### src/rtl/calseq_pkg.sv
package calseq_pkg;
  typedef enum logic [1:0] {
    PH_IDLE = 2'd0,
    PH_CAL  = 2'd1,
    PH_FAST = 2'd2
  } phase_e;
endpackage

### src/rtl/calseq_cfg.sv
module calseq_cfg #(
  parameter int EXP_W    = 4,
  parameter int EXP_MAX  = 10,
  parameter int CAL_UNIT = 11,
  parameter int LIN_W    = 4,
  parameter int LIN_BASE = 3,
  parameter int LIN_STEP = 4,
  parameter int TMR_W    = 14
) (
  input  logic             clk,
  input  logic             rst_n,
  input  logic             capture,
  input  logic [EXP_W-1:0] cal_exp,
  input  logic             fast_en,
  input  logic [LIN_W-1:0] fast_len,
  output logic [TMR_W-1:0] cal_len_q,
  output logic [TMR_W-1:0] fast_len_q,
  output logic             fast_en_q
);
  localparam int CAL_LEN_MAX  = CAL_UNIT << EXP_MAX;
  localparam int FAST_LEN_MAX = LIN_BASE + LIN_STEP * ((1 << LIN_W) - 1);

  logic [EXP_W-1:0] exp_c;
  logic [TMR_W-1:0] cal_len_d;
  logic [TMR_W-1:0] fast_len_d;

  always_comb begin
    exp_c      = (cal_exp > EXP_W'(EXP_MAX)) ? EXP_W'(EXP_MAX) : cal_exp;
    cal_len_d  = TMR_W'(CAL_UNIT) << exp_c;
    fast_len_d = TMR_W'(LIN_BASE) + TMR_W'(LIN_STEP) * TMR_W'(fast_len);
  end

  always_ff @(posedge clk or negedge rst_n) begin
    if (!rst_n) begin
      cal_len_q  <= TMR_W'(CAL_UNIT);
      fast_len_q <= TMR_W'(LIN_BASE);
      fast_en_q  <= 1'b0;
    end else if (capture) begin
      cal_len_q  <= cal_len_d;
      fast_len_q <= fast_len_d;
      fast_en_q  <= fast_en;
    end
  end


  cal_clamp_chk: assert property (@(posedge clk) disable iff (!rst_n)
    (cal_len_q >= TMR_W'(CAL_UNIT)) && (cal_len_q <= TMR_W'(CAL_LEN_MAX)));


  fast_len_chk: assert property (@(posedge clk) disable iff (!rst_n)
    (fast_len_q >= TMR_W'(LIN_BASE)) && (fast_len_q <= TMR_W'(FAST_LEN_MAX)));
endmodule

### src/rtl/calseq_timer.sv
module calseq_timer #(
  parameter int TMR_W = 14
) (
  input  logic             clk,
  input  logic             rst_n,
  input  logic             clr,
  input  logic             run,
  input  logic             tick,
  input  logic [TMR_W-1:0] limit,
  output logic             last
);
  logic [TMR_W-1:0] cnt_q;
  logic [TMR_W-1:0] cnt_d;
  logic             cnt_en;

  always_comb begin
    last   = run && tick && (cnt_q == limit - TMR_W'(1));
    cnt_en = clr || (run && tick);
    if (clr || last) cnt_d = '0;
    else             cnt_d = cnt_q + TMR_W'(1);
  end

  always_ff @(posedge clk or negedge rst_n) begin
    if (!rst_n)      cnt_q <= '0;
    else if (cnt_en) cnt_q <= cnt_d;
  end


  cnt_range_chk: assert property (@(posedge clk) disable iff (!rst_n)
    run |-> (cnt_q < limit));


  tick_gate_chk: assert property (@(posedge clk) disable iff (!rst_n)
    (!tick && !clr) |=> $stable(cnt_q));
endmodule

### src/rtl/calseq_fsm.sv
module calseq_fsm
  import calseq_pkg::*;
(
  input  logic   clk,
  input  logic   rst_n,
  input  logic   div_wr,
  input  logic   soft_rst,
  input  logic   last,
  input  logic   fast_en_q,
  output phase_e phase,
  output logic   start
);
  phase_e phase_d;

  always_comb begin
    start   = (phase == PH_IDLE) && div_wr && !soft_rst;
    phase_d = phase;
    if (soft_rst) begin
      phase_d = PH_IDLE;
    end else begin
      case (phase)
        PH_IDLE: if (div_wr) phase_d = PH_CAL;
        PH_CAL:  if (last)   phase_d = fast_en_q ? PH_FAST : PH_IDLE;
        PH_FAST: if (last)   phase_d = PH_IDLE;
        default:             phase_d = PH_IDLE;
      endcase
    end
  end

  always_ff @(posedge clk or negedge rst_n) begin
    if (!rst_n) phase <= PH_IDLE;
    else        phase <= phase_d;
  end


  trig_start_chk: assert property (@(posedge clk) disable iff (!rst_n)
    ((phase == PH_IDLE) && div_wr && !soft_rst) |=> (phase == PH_CAL));


  busy_hold_chk: assert property (@(posedge clk) disable iff (!rst_n)
    ((phase != PH_IDLE) && !soft_rst && !last) |=> $stable(phase));


  soft_rst_chk: assert property (@(posedge clk) disable iff (!rst_n)
    soft_rst |=> (phase == PH_IDLE));


  fast_gate_chk: assert property (@(posedge clk) disable iff (!rst_n)
    ((phase == PH_CAL) && last && !soft_rst && !fast_en_q) |=> (phase == PH_IDLE));
endmodule

### src/rtl/vco_cal_seq.sv
module vco_cal_seq
  import calseq_pkg::*;
#(
  parameter int EXP_W    = 4,
  parameter int EXP_MAX  = 10,
  parameter int CAL_UNIT = 11,
  parameter int LIN_W    = 4,
  parameter int LIN_BASE = 3,
  parameter int LIN_STEP = 4,
  parameter int CODE_W   = 3
) (
  input  logic              clk,
  input  logic              rst_n,
  input  logic              pfd_tick,
  input  logic              div_wr,
  input  logic              soft_rst,
  input  logic [EXP_W-1:0]  cal_exp,
  input  logic              fast_en,
  input  logic [LIN_W-1:0]  fast_len,
  input  logic [CODE_W-1:0] cp_norm,
  input  logic [CODE_W-1:0] cp_fast,
  input  logic              hiz_force,
  output logic [CODE_W-1:0] cp_code,
  output logic              cp_hiz,
  output logic              tune_ref,
  output logic              busy
);
  localparam int CAL_LEN_MAX  = CAL_UNIT << EXP_MAX;
  localparam int FAST_LEN_MAX = LIN_BASE + LIN_STEP * ((1 << LIN_W) - 1);
  localparam int LEN_MAX      = (CAL_LEN_MAX > FAST_LEN_MAX) ? CAL_LEN_MAX : FAST_LEN_MAX;
  localparam int TMR_W        = $clog2(LEN_MAX + 1);

  phase_e           phase;
  logic             start;
  logic             last;
  logic             fast_en_q;
  logic [TMR_W-1:0] cal_len_q;
  logic [TMR_W-1:0] fast_len_q;
  logic [TMR_W-1:0] limit;
  logic             run;

  calseq_cfg #(
    .EXP_W(EXP_W), .EXP_MAX(EXP_MAX), .CAL_UNIT(CAL_UNIT),
    .LIN_W(LIN_W), .LIN_BASE(LIN_BASE), .LIN_STEP(LIN_STEP), .TMR_W(TMR_W)
  ) u_cfg (
    .clk(clk), .rst_n(rst_n), .capture(start),
    .cal_exp(cal_exp), .fast_en(fast_en), .fast_len(fast_len),
    .cal_len_q(cal_len_q), .fast_len_q(fast_len_q), .fast_en_q(fast_en_q)
  );

  calseq_fsm u_fsm (
    .clk(clk), .rst_n(rst_n), .div_wr(div_wr), .soft_rst(soft_rst),
    .last(last), .fast_en_q(fast_en_q), .phase(phase), .start(start)
  );

  always_comb begin
    run   = (phase != PH_IDLE) && !soft_rst;
    limit = (phase == PH_FAST) ? fast_len_q : cal_len_q;
  end

  calseq_timer #(.TMR_W(TMR_W)) u_tmr (
    .clk(clk), .rst_n(rst_n), .clr(start || soft_rst), .run(run),
    .tick(pfd_tick), .limit(limit), .last(last)
  );

  always_comb begin
    busy     = (phase != PH_IDLE);
    tune_ref = (phase == PH_CAL);
    cp_hiz   = hiz_force || (phase == PH_CAL);
    cp_code  = (phase == PH_FAST) ? cp_fast : cp_norm;
  end


  hiz_force_chk: assert property (@(posedge clk) disable iff (!rst_n)
    hiz_force |-> cp_hiz);


  cfg_hold_chk: assert property (@(posedge clk) disable iff (!rst_n)
    (busy && !start) |=> ($stable(cal_len_q) && $stable(fast_len_q) && $stable(fast_en_q)));
endmodule

### config.mk
export PLATFORM = sky130hd
export DESIGN_NAME = vco_cal_seq
export DESIGN_NICKNAME = d
export VERILOG_FILES = /design/src/rtl/calseq_pkg.sv /design/src/rtl/calseq_cfg.sv /design/src/rtl/calseq_timer.sv /design/src/rtl/calseq_fsm.sv /design/src/rtl/vco_cal_seq.sv
export SDC_FILE = /design/constraint.sdc
export NUM_CORES = 1
export LEC_CHECK = 0
export BUFFER_PORTS_ARGS = -buffer_cell sky130_fd_sc_hd__buf_4
export CAP_MARGIN = 20
export CORE_ASPECT_RATIO = 0.8
export CORE_MARGIN = 4
export CORE_UTILIZATION = 45
export DETAILED_ROUTE_END_ITERATION = 6
export PLACE_DENSITY = 0.68
export SYNTH_ARGS = -nofsm -noshare
export SYNTH_HDL_FRONTEND = slang
export SYNTH_HIERARCHICAL = 1
export SYNTH_SLANG_ARGS = --single-unit
### constraint.sdc
create_clock -name clk -period 10.65 [get_ports clk]
set_input_delay 0.5325 -clock clk [delete_from_list [all_inputs] [get_ports clk]]
set_output_delay 0.5325 -clock clk [all_outputs]
set_load 0.005 [all_outputs]
==> results of run 1 <==
## worst paths after layout
path	start	end	cells after the start
hold / removal	rst_n	u_cfg/cal_len_q[8]	1
setup reg to reg	u_fsm/phase[1]	u_tmr/cnt_q[1]	9
hold reg to reg	u_cfg/cal_len_q[3]	u_cfg/cal_len_q[3]	2
max in group asynchronous	rst_n	u_cfg/cal_len_q[3]	1
setup / recovery	u_fsm/phase[1]	u_tmr/cnt_q[1]	9
min in group clk	soft_rst	u_fsm/phase[1]	2
## power by group through the flow
stage	Clock, mW	Combinational [mW]	Sequential [mW]
3_5_place_dp	0	0.108	0.155
5_1_grt	0.134	0.121	0.154
2_1_floorplan	0	0.0879	0.152
3_3_place_gp	0	0.106	0.155
6_report	0.125	0.111	0.153
4_1_cts	0.128	0.109	0.153
## metal layers
metal | share of wire | track usage
met1 | 0.49 | 0.229
met2 | 0.43 | 0.237
met3 | 0.062 | 0.0313
met4 | 0.015 | 0.0519
met5 | 0 | 0
## cell type report
class	count	area [um^2]	share of cell area
Multi-Input combinational cell	219	1600	0.544
Clock inverter	2	35.0	0.0119
Tap cell	78	97.6	0.0332
Inverter	11	41.3	0.0140
Clock buffer	6	82.6	0.0281
Sequential cell	35	880	0.299
Timing Repair Buffer	27	203	0.0690
## cells by family after synthesis
kind of cell	synth area share
other	0.00279
AND/OR/NAND/NOR	0.228
adder cells (fa/ha/maj)	0.0140
AO/OA/AOI/OAI	0.119
flip-flops	0.327
XOR/XNOR	0.0814
multiplexers	0.138
buffers and inverters	0.0907
## synthesized netlist by cell type (all sizes together) (3+ instances only)
cell / number / area [um^2]
mux2i: 4 / 40.0
o21ai: 9 / 45.0
buf: 22 / 180
xor2: 14 / 123
nor2b: 5 / 38.8
a21oi: 12 / 67.6
mux2: 26 / 330
nand2b: 6 / 45.0
inv: 11 / 41.3
o22ai: 3 / 25.0
nand2: 16 / 60.1
dfstp: 3 / 78.8
or3: 5 / 31.3
nor3: 6 / 30.0
xnor2: 11 / 96.3
o221ai: 3 / 26.3
or4: 4 / 33.8
nand3: 12 / 60.1
ha: 3 / 37.5
or2: 6 / 40.0
nor2: 26 / 97.6
dfrtp: 32 / 801
clkbuf: 6 / 22.5
## state kept, by name (all words and copies together), names as in the netlist
| register | flops |
|---|---|
| u_cfg/cal_len_q | 14 |
| u_cfg/fast_en_q | 1 |
| u_cfg/fast_len_q | 4 |
| u_fsm/phase | 2 |
| u_tmr/cnt_q | 14 |
## metrics by stage
stage	setup slack, ns	hold slack, ns	instance area, um^2	power [mW]	std cells
6_report	6.78	0.196	2940	0.388	378
5_1_grt	6.48	0.228	2940	0.409	378
4_1_cts	6.77	0.207	2940	0.389	378
3_5_place_dp	6.79	0.468	2820	0.263	370
3_3_place_gp	6.91	0.474	2820	0.261	370
2_1_floorplan	7.32	0.237	2720	0.240	293
## worst register-to-register path: cells and delay by family (launching register included)
kind | cells | cell delay, ns
and+or+nand+nor | 5 | 2.49
muxes | 1 | 0.46
DFF | 1 | 0.44
AOI/OAI and AO/OA | 3 | 0.36
==> impl_metrics.json, run 1 <==
{
  "switching_power_mw": 0.116,
  "die-area_um2": 7280,
  "synth.ff_latch_count": 35,
  "yosysUniqueCellTypes": 65,
  "status": "finished clean",
  "cts.path.max_buffers": 2,
  "cp_slowest_cell": "or4b_1",
  "cts-resized-gates": 0,
  "critical-path-top-delay-family": "simple AND/OR/NAND/NOR gates",
  "p_comb_frac": 0.285,
  "antenna_found_initial": 0,
  "fin_util": 0.523,
  "wire_per_inst_um": 14.7,
  "portBuffers": 26,
  "ys_seq_area_frac": 0.327,
  "drt_iter0_markers": 90,
  "cp.buffers_inverters": 0,
  "antenna_left": 0,
  "drive_gt1_frac": 0.267,
  "cts-root-buf": "clkbuf_8",
  "nFillCells": 521,
  "start_util": 0.479,
  "pwr-share-clk": 0.322,
  "syn2layout_area_growth_pct": 9.31,
  "grt_pass1_vias": 1967,
  "num-nets-final": 323,
  "die_w_um": 94.4,
  "cts-buffers-inserted": 5,
  "finalMaxSlewViolations": 0,
  "slew_headroom": 0.601,
  "p_per_area_nw_per_um2": 132,
  "cts_sinks": 35,
  "num_rows": 24,
  "cp-start-kind": "flip-flop",
  "ctsHoldBuffers": 0,
  "worstMarginPinSlew_ns": 0.597,
  "syn_avg_cell_area_um2": 9.43,
  "syn_area_um2": 2690,
  "setup-tns-final_ns": 0,
  "routed_wl_um": 5570,
  "post-dp-hpwl_um": 4090,
  "p_seq_frac": 0.393,
  "htree_levels": 2,
  "layout_commonest_cell": "dfrtp_1",
  "async_reset_ff_frac": 1.00,
  "swShare": 0.300,
  "r2r_slack_ns": 6.78,
  "required_ns": 10.82,
  "fin_crit_sh": 0.363,
  "grt_pass1_wl_um": 9290,
  "rsz0062_at_grt": "false",
  "drt_drc_violations_left": 0,
  "clock-skew-final_ns": 0.00267,
  "post-cts-setup-buffers": 0,
  "synthFlopType": "dfrtp_1",
  "clk_latency_ns": 0.28,
  "grt_use_total": 0.159,
  "synth_edf_count": 0,
  "grt.overflow.total": 0,
  "cts_tree": "yes",
  "peakVddDrop_uv": 76.5,
  "finalCriticalPeriod_ns": 3.87,
  "place.gp.congestion": 0.936,
  "crit_path_max_fanout": 17,
  "path_cells": "nor2b_4 -> mux2_2 -> or4b_1 -> or4_1 -> a21oi_1 -> o32ai_1 -> nor4_2 -> or2_4 -> o21ai_0",
  "viasPerCell": 5.53,
  "syn_inst": 285,
  "path_clk_slew_ns": 0.07,
  "power.internal_mw": 0.272,
  "dr.pass1.iters": 4,
  "core_area_um2": 5620,
  "crit_path_max_incr_delay_ns": 0.69,
  "maxCapViolations": 0,
  "final_cell_mix": "dfrtp_1, buf_4, nor2_1",
  "endpoint_kind": "flip-flop",
  "grt_max_degree": 36,
  "finalHoldViolations": 0,
  "max_freq_mhz": 259,
  "ys_warn_count": 6,
  "n_antenna_cell": 0,
  "pin_count": 27,
  "via_count": 2090,
  "min_path_type": "in -> async",
  "worstPathArrival_ns": 4.04,
  "die_h_um": 77.1,
  "leakage_nw": 1.25,
  "setup_viol": 0,
  "worstSetupPathType": "reg -> reg"
}
Power figures use the tool's default switching activity.
==> run 2, diff against run 1 <==
- ABC_AREA: unset -> 1
- PLACE_DENSITY: 0.68 -> 0.7
- clock period: 10.65 -> 3.55 ns (I/O delays scaled with it)
==> run 2 against run 1 <==
Fmax up 33%. Design area is 3.3% higher. Clock power grew 130%. Area after synthesis is 2.1% higher. Critical endpoint is now u_tmr/cnt_q[13]. Largest power group is now combinational logic.
==> impl_metrics.json, run 2 <==
{
  "grt.overflow.total": 0,
  "final_cell_mix": "nand2_1, nand3_1, inv_1",
  "fin_crit_sh": 0.819,
  "critical-path-top-delay-family": "simple AND/OR/NAND/NOR gates",
  "pin_count": 27,
  "biggestRegsByFlops": "u_cfg/cal_len_q x14, u_tmr/cnt_q x14, u_cfg/fast_len_q x4",
  "grt_max_degree": 36,
  "crit_path_frequent_cell": "nand2_1",
  "post-place-ws_ns": 0.663,
  "dr.pass1.iters": 5,
  "crit_path_max_fanout": 22,
  "antenna_found_initial": 0,
  "grt_use_met2": 0.282,
  "endpoint_kind": "flip-flop",
  "setup_viol": 0,
  "via_count": 2560,
  "syn2layout_area_growth_pct": 10.5,
  "cts_tree": "yes",
  "grt_pass1_vias": 2294,
  "finalCriticalPeriod_ns": 2.91,
  "cts-resized-gates": 0,
  "die_h_um": 77.9,
  "fin_ws_ns": 0.643,
  "fin_util": 0.513,
  "wire_per_inst_um": 11.8,
  "async_reset_ff_frac": 1.00,
  "ys_top_cells_by_area": "dfrtp_1, nand2_1, nand3_1",
  "num_rows": 25,
  "met1_usage": 0.254,
  "grtUsageMet3": 0.0349,
  "p_total_mw": 1.35,
  "syn_avg_cell_area_um2": 6.55,
  "maxCapViolations": 0,
  "crit_path_max_incr_delay_ns": 0.45,
  "ys_seq_area_frac": 0.320,
  "clk_latency_ns": 0.29,
  "syn_area_um2": 2750,
  "rsz0062_at_grt": "false",
  "status": "finished clean",
  "die_w_um": 95.3,
  "routed_wl_um": 6210,
  "cts-root-buf": "clkbuf_8",
  "cp-start-kind": "flip-flop",
  "cts_sinks": 35,
  "cp.buffers_inverters": 2,
  "die-area_um2": 7420,
  "ys_warn_count": 6,
  "max_freq_mhz": 344,
  "synth_edf_count": 0,
  "grt_busiest_layer": "met2",
  "finalMaxSlewViolations": 0,
  "design_area_um2": 3040,
  "ctsHoldBuffers": 1,
  "ys_top_cells_by_count": "nand2_1, nand3_1, inv_1",
  "hold_ws_ns": 0.0788,
  "grt_pass1_wl_um": 10700,
  "post-dp-hpwl_um": 4740,
  "peakVddDrop_uv": 232,
  "worstSetupPathType": "reg -> reg",
  "syn_inst": 419,
  "finalHoldViolations": 0,
  "yosys.area.top_type_share": 0.292,
  "p_per_area_nw_per_um2": 443,
  "synthFlopType": "dfrtp_1",
  "start_util": 0.465,
  "post-cts-setup-buffers": 0,
  "num-nets-final": 467,
  "leakage_nw": 1.56,
  "synth.ff_latch_count": 35,
  "path_clk_slew_ns": 0.08,
  "drive_gt1_frac": 0.162,
  "setup-tns-final_ns": 0,
  "htree_levels": 2,
  "cp_slowest_cell": "dfrtp_1",
  "yosysUniqueCellTypes": 33,
  "portBuffers": 26,
  "worstPathArrival_ns": 3.07,
  "clock-skew-final_ns": 0.00750,
  "yosysTopAreaCell": "dfrtp_1",
  "min_path_type": "in -> reg",
  "required_ns": 3.72,
  "drt_iter0_markers": 110,
  "viasPerCell": 4.88,
  "cts-buffers-inserted": 5,
  "post-place-cells": 516,
  "place.gp.congestion": 0.869,
  "synth_most_common_cell": "nand2_1",
  "cts.path.max_buffers": 2,
  "placed_area_um2": 2940,
  "layout_commonest_cell": "nand2_1",
  "antenna_left": 0,
  "drt_drc_violations_left": 0,
  "grt_use_total": 0.181,
  "n_antenna_cell": 0,
  "stdcell_count": 525,
  "core_area_um2": 5910,
  "path_cells": "inv_2 -> nand2_2 -> nand2_1 -> nand2_1 -> inv_1 -> ha_1 -> nand2_1 -> nor2_1 -> nand3_1 -> nand2_1 -> nand2_1 -> nor2_1 -> nand2_1 -> nor2_2 -> nand3_2 -> nand2_2 -> nor2_1"
}
[run 2: tightest hold or removal path, stage by stage]
cell and delay, ns:
buf_4 0.07, nand2_1 0.04, nand2_1 0.05
[run 2: layout make-up]
type                            instances  area [um^2]
Sequential cell                        35          880
Tap cell                               81          101
Fill cell                             596         2880
Inverter                               49          184
Clock buffer                            6         72.6
Timing Repair Buffer                   29          220
Multi-Input combinational cell        323         1570
Clock inverter                          2         12.5
[run 2: cell families (layout without fill, tap and decap cells)]
group                    Yosys count  in the layout  share of synthesized area
buffers and inverters             69             86                      0.121
other                              2             10                    0.00273
AND/OR/NAND/NOR                  272            272                      0.439
AO/OA/AOI/OAI                     22             22                     0.0524
adder cells (fa/ha/maj)            3              3                     0.0137
flip-flops                        35             35                      0.320
XOR/XNOR                          16             16                     0.0510
[run 2: worst paths after layout]
check | start | to | slack (ns) | cells after the start
hold reg to reg | u_cfg/fast_len_q[3] | u_cfg/fast_len_q[3] | 0.48 | 2
hold / removal | fast_len[1] | u_cfg/fast_len_q[3] | 0.08 | 3
setup / recovery | u_fsm/phase[0] | u_tmr/cnt_q[13] | 0.64 | 17
max in group asynchronous | rst_n | u_cfg/cal_len_q[1] | 2.83 | 2
setup reg to reg | u_fsm/phase[0] | u_tmr/cnt_q[13] | 0.64 | 17
min in group asynchronous | rst_n | u_tmr/cnt_q[11] | 0.38 | 2
[run 2: power by group]
part           leakage (nW)  internal (mW)  switching (mW)
clock                0.0412          0.137           0.149
combinational          1.06          0.202           0.369
sequential            0.458          0.452          0.0365
[run 2: metal layers]
layer  vias to the layer above  routed length, um
met3                         5                243
met5                         -                  0
met1                      1182               3080
li1                       1336                  -
met2                        37               2830
met4                         0                 55
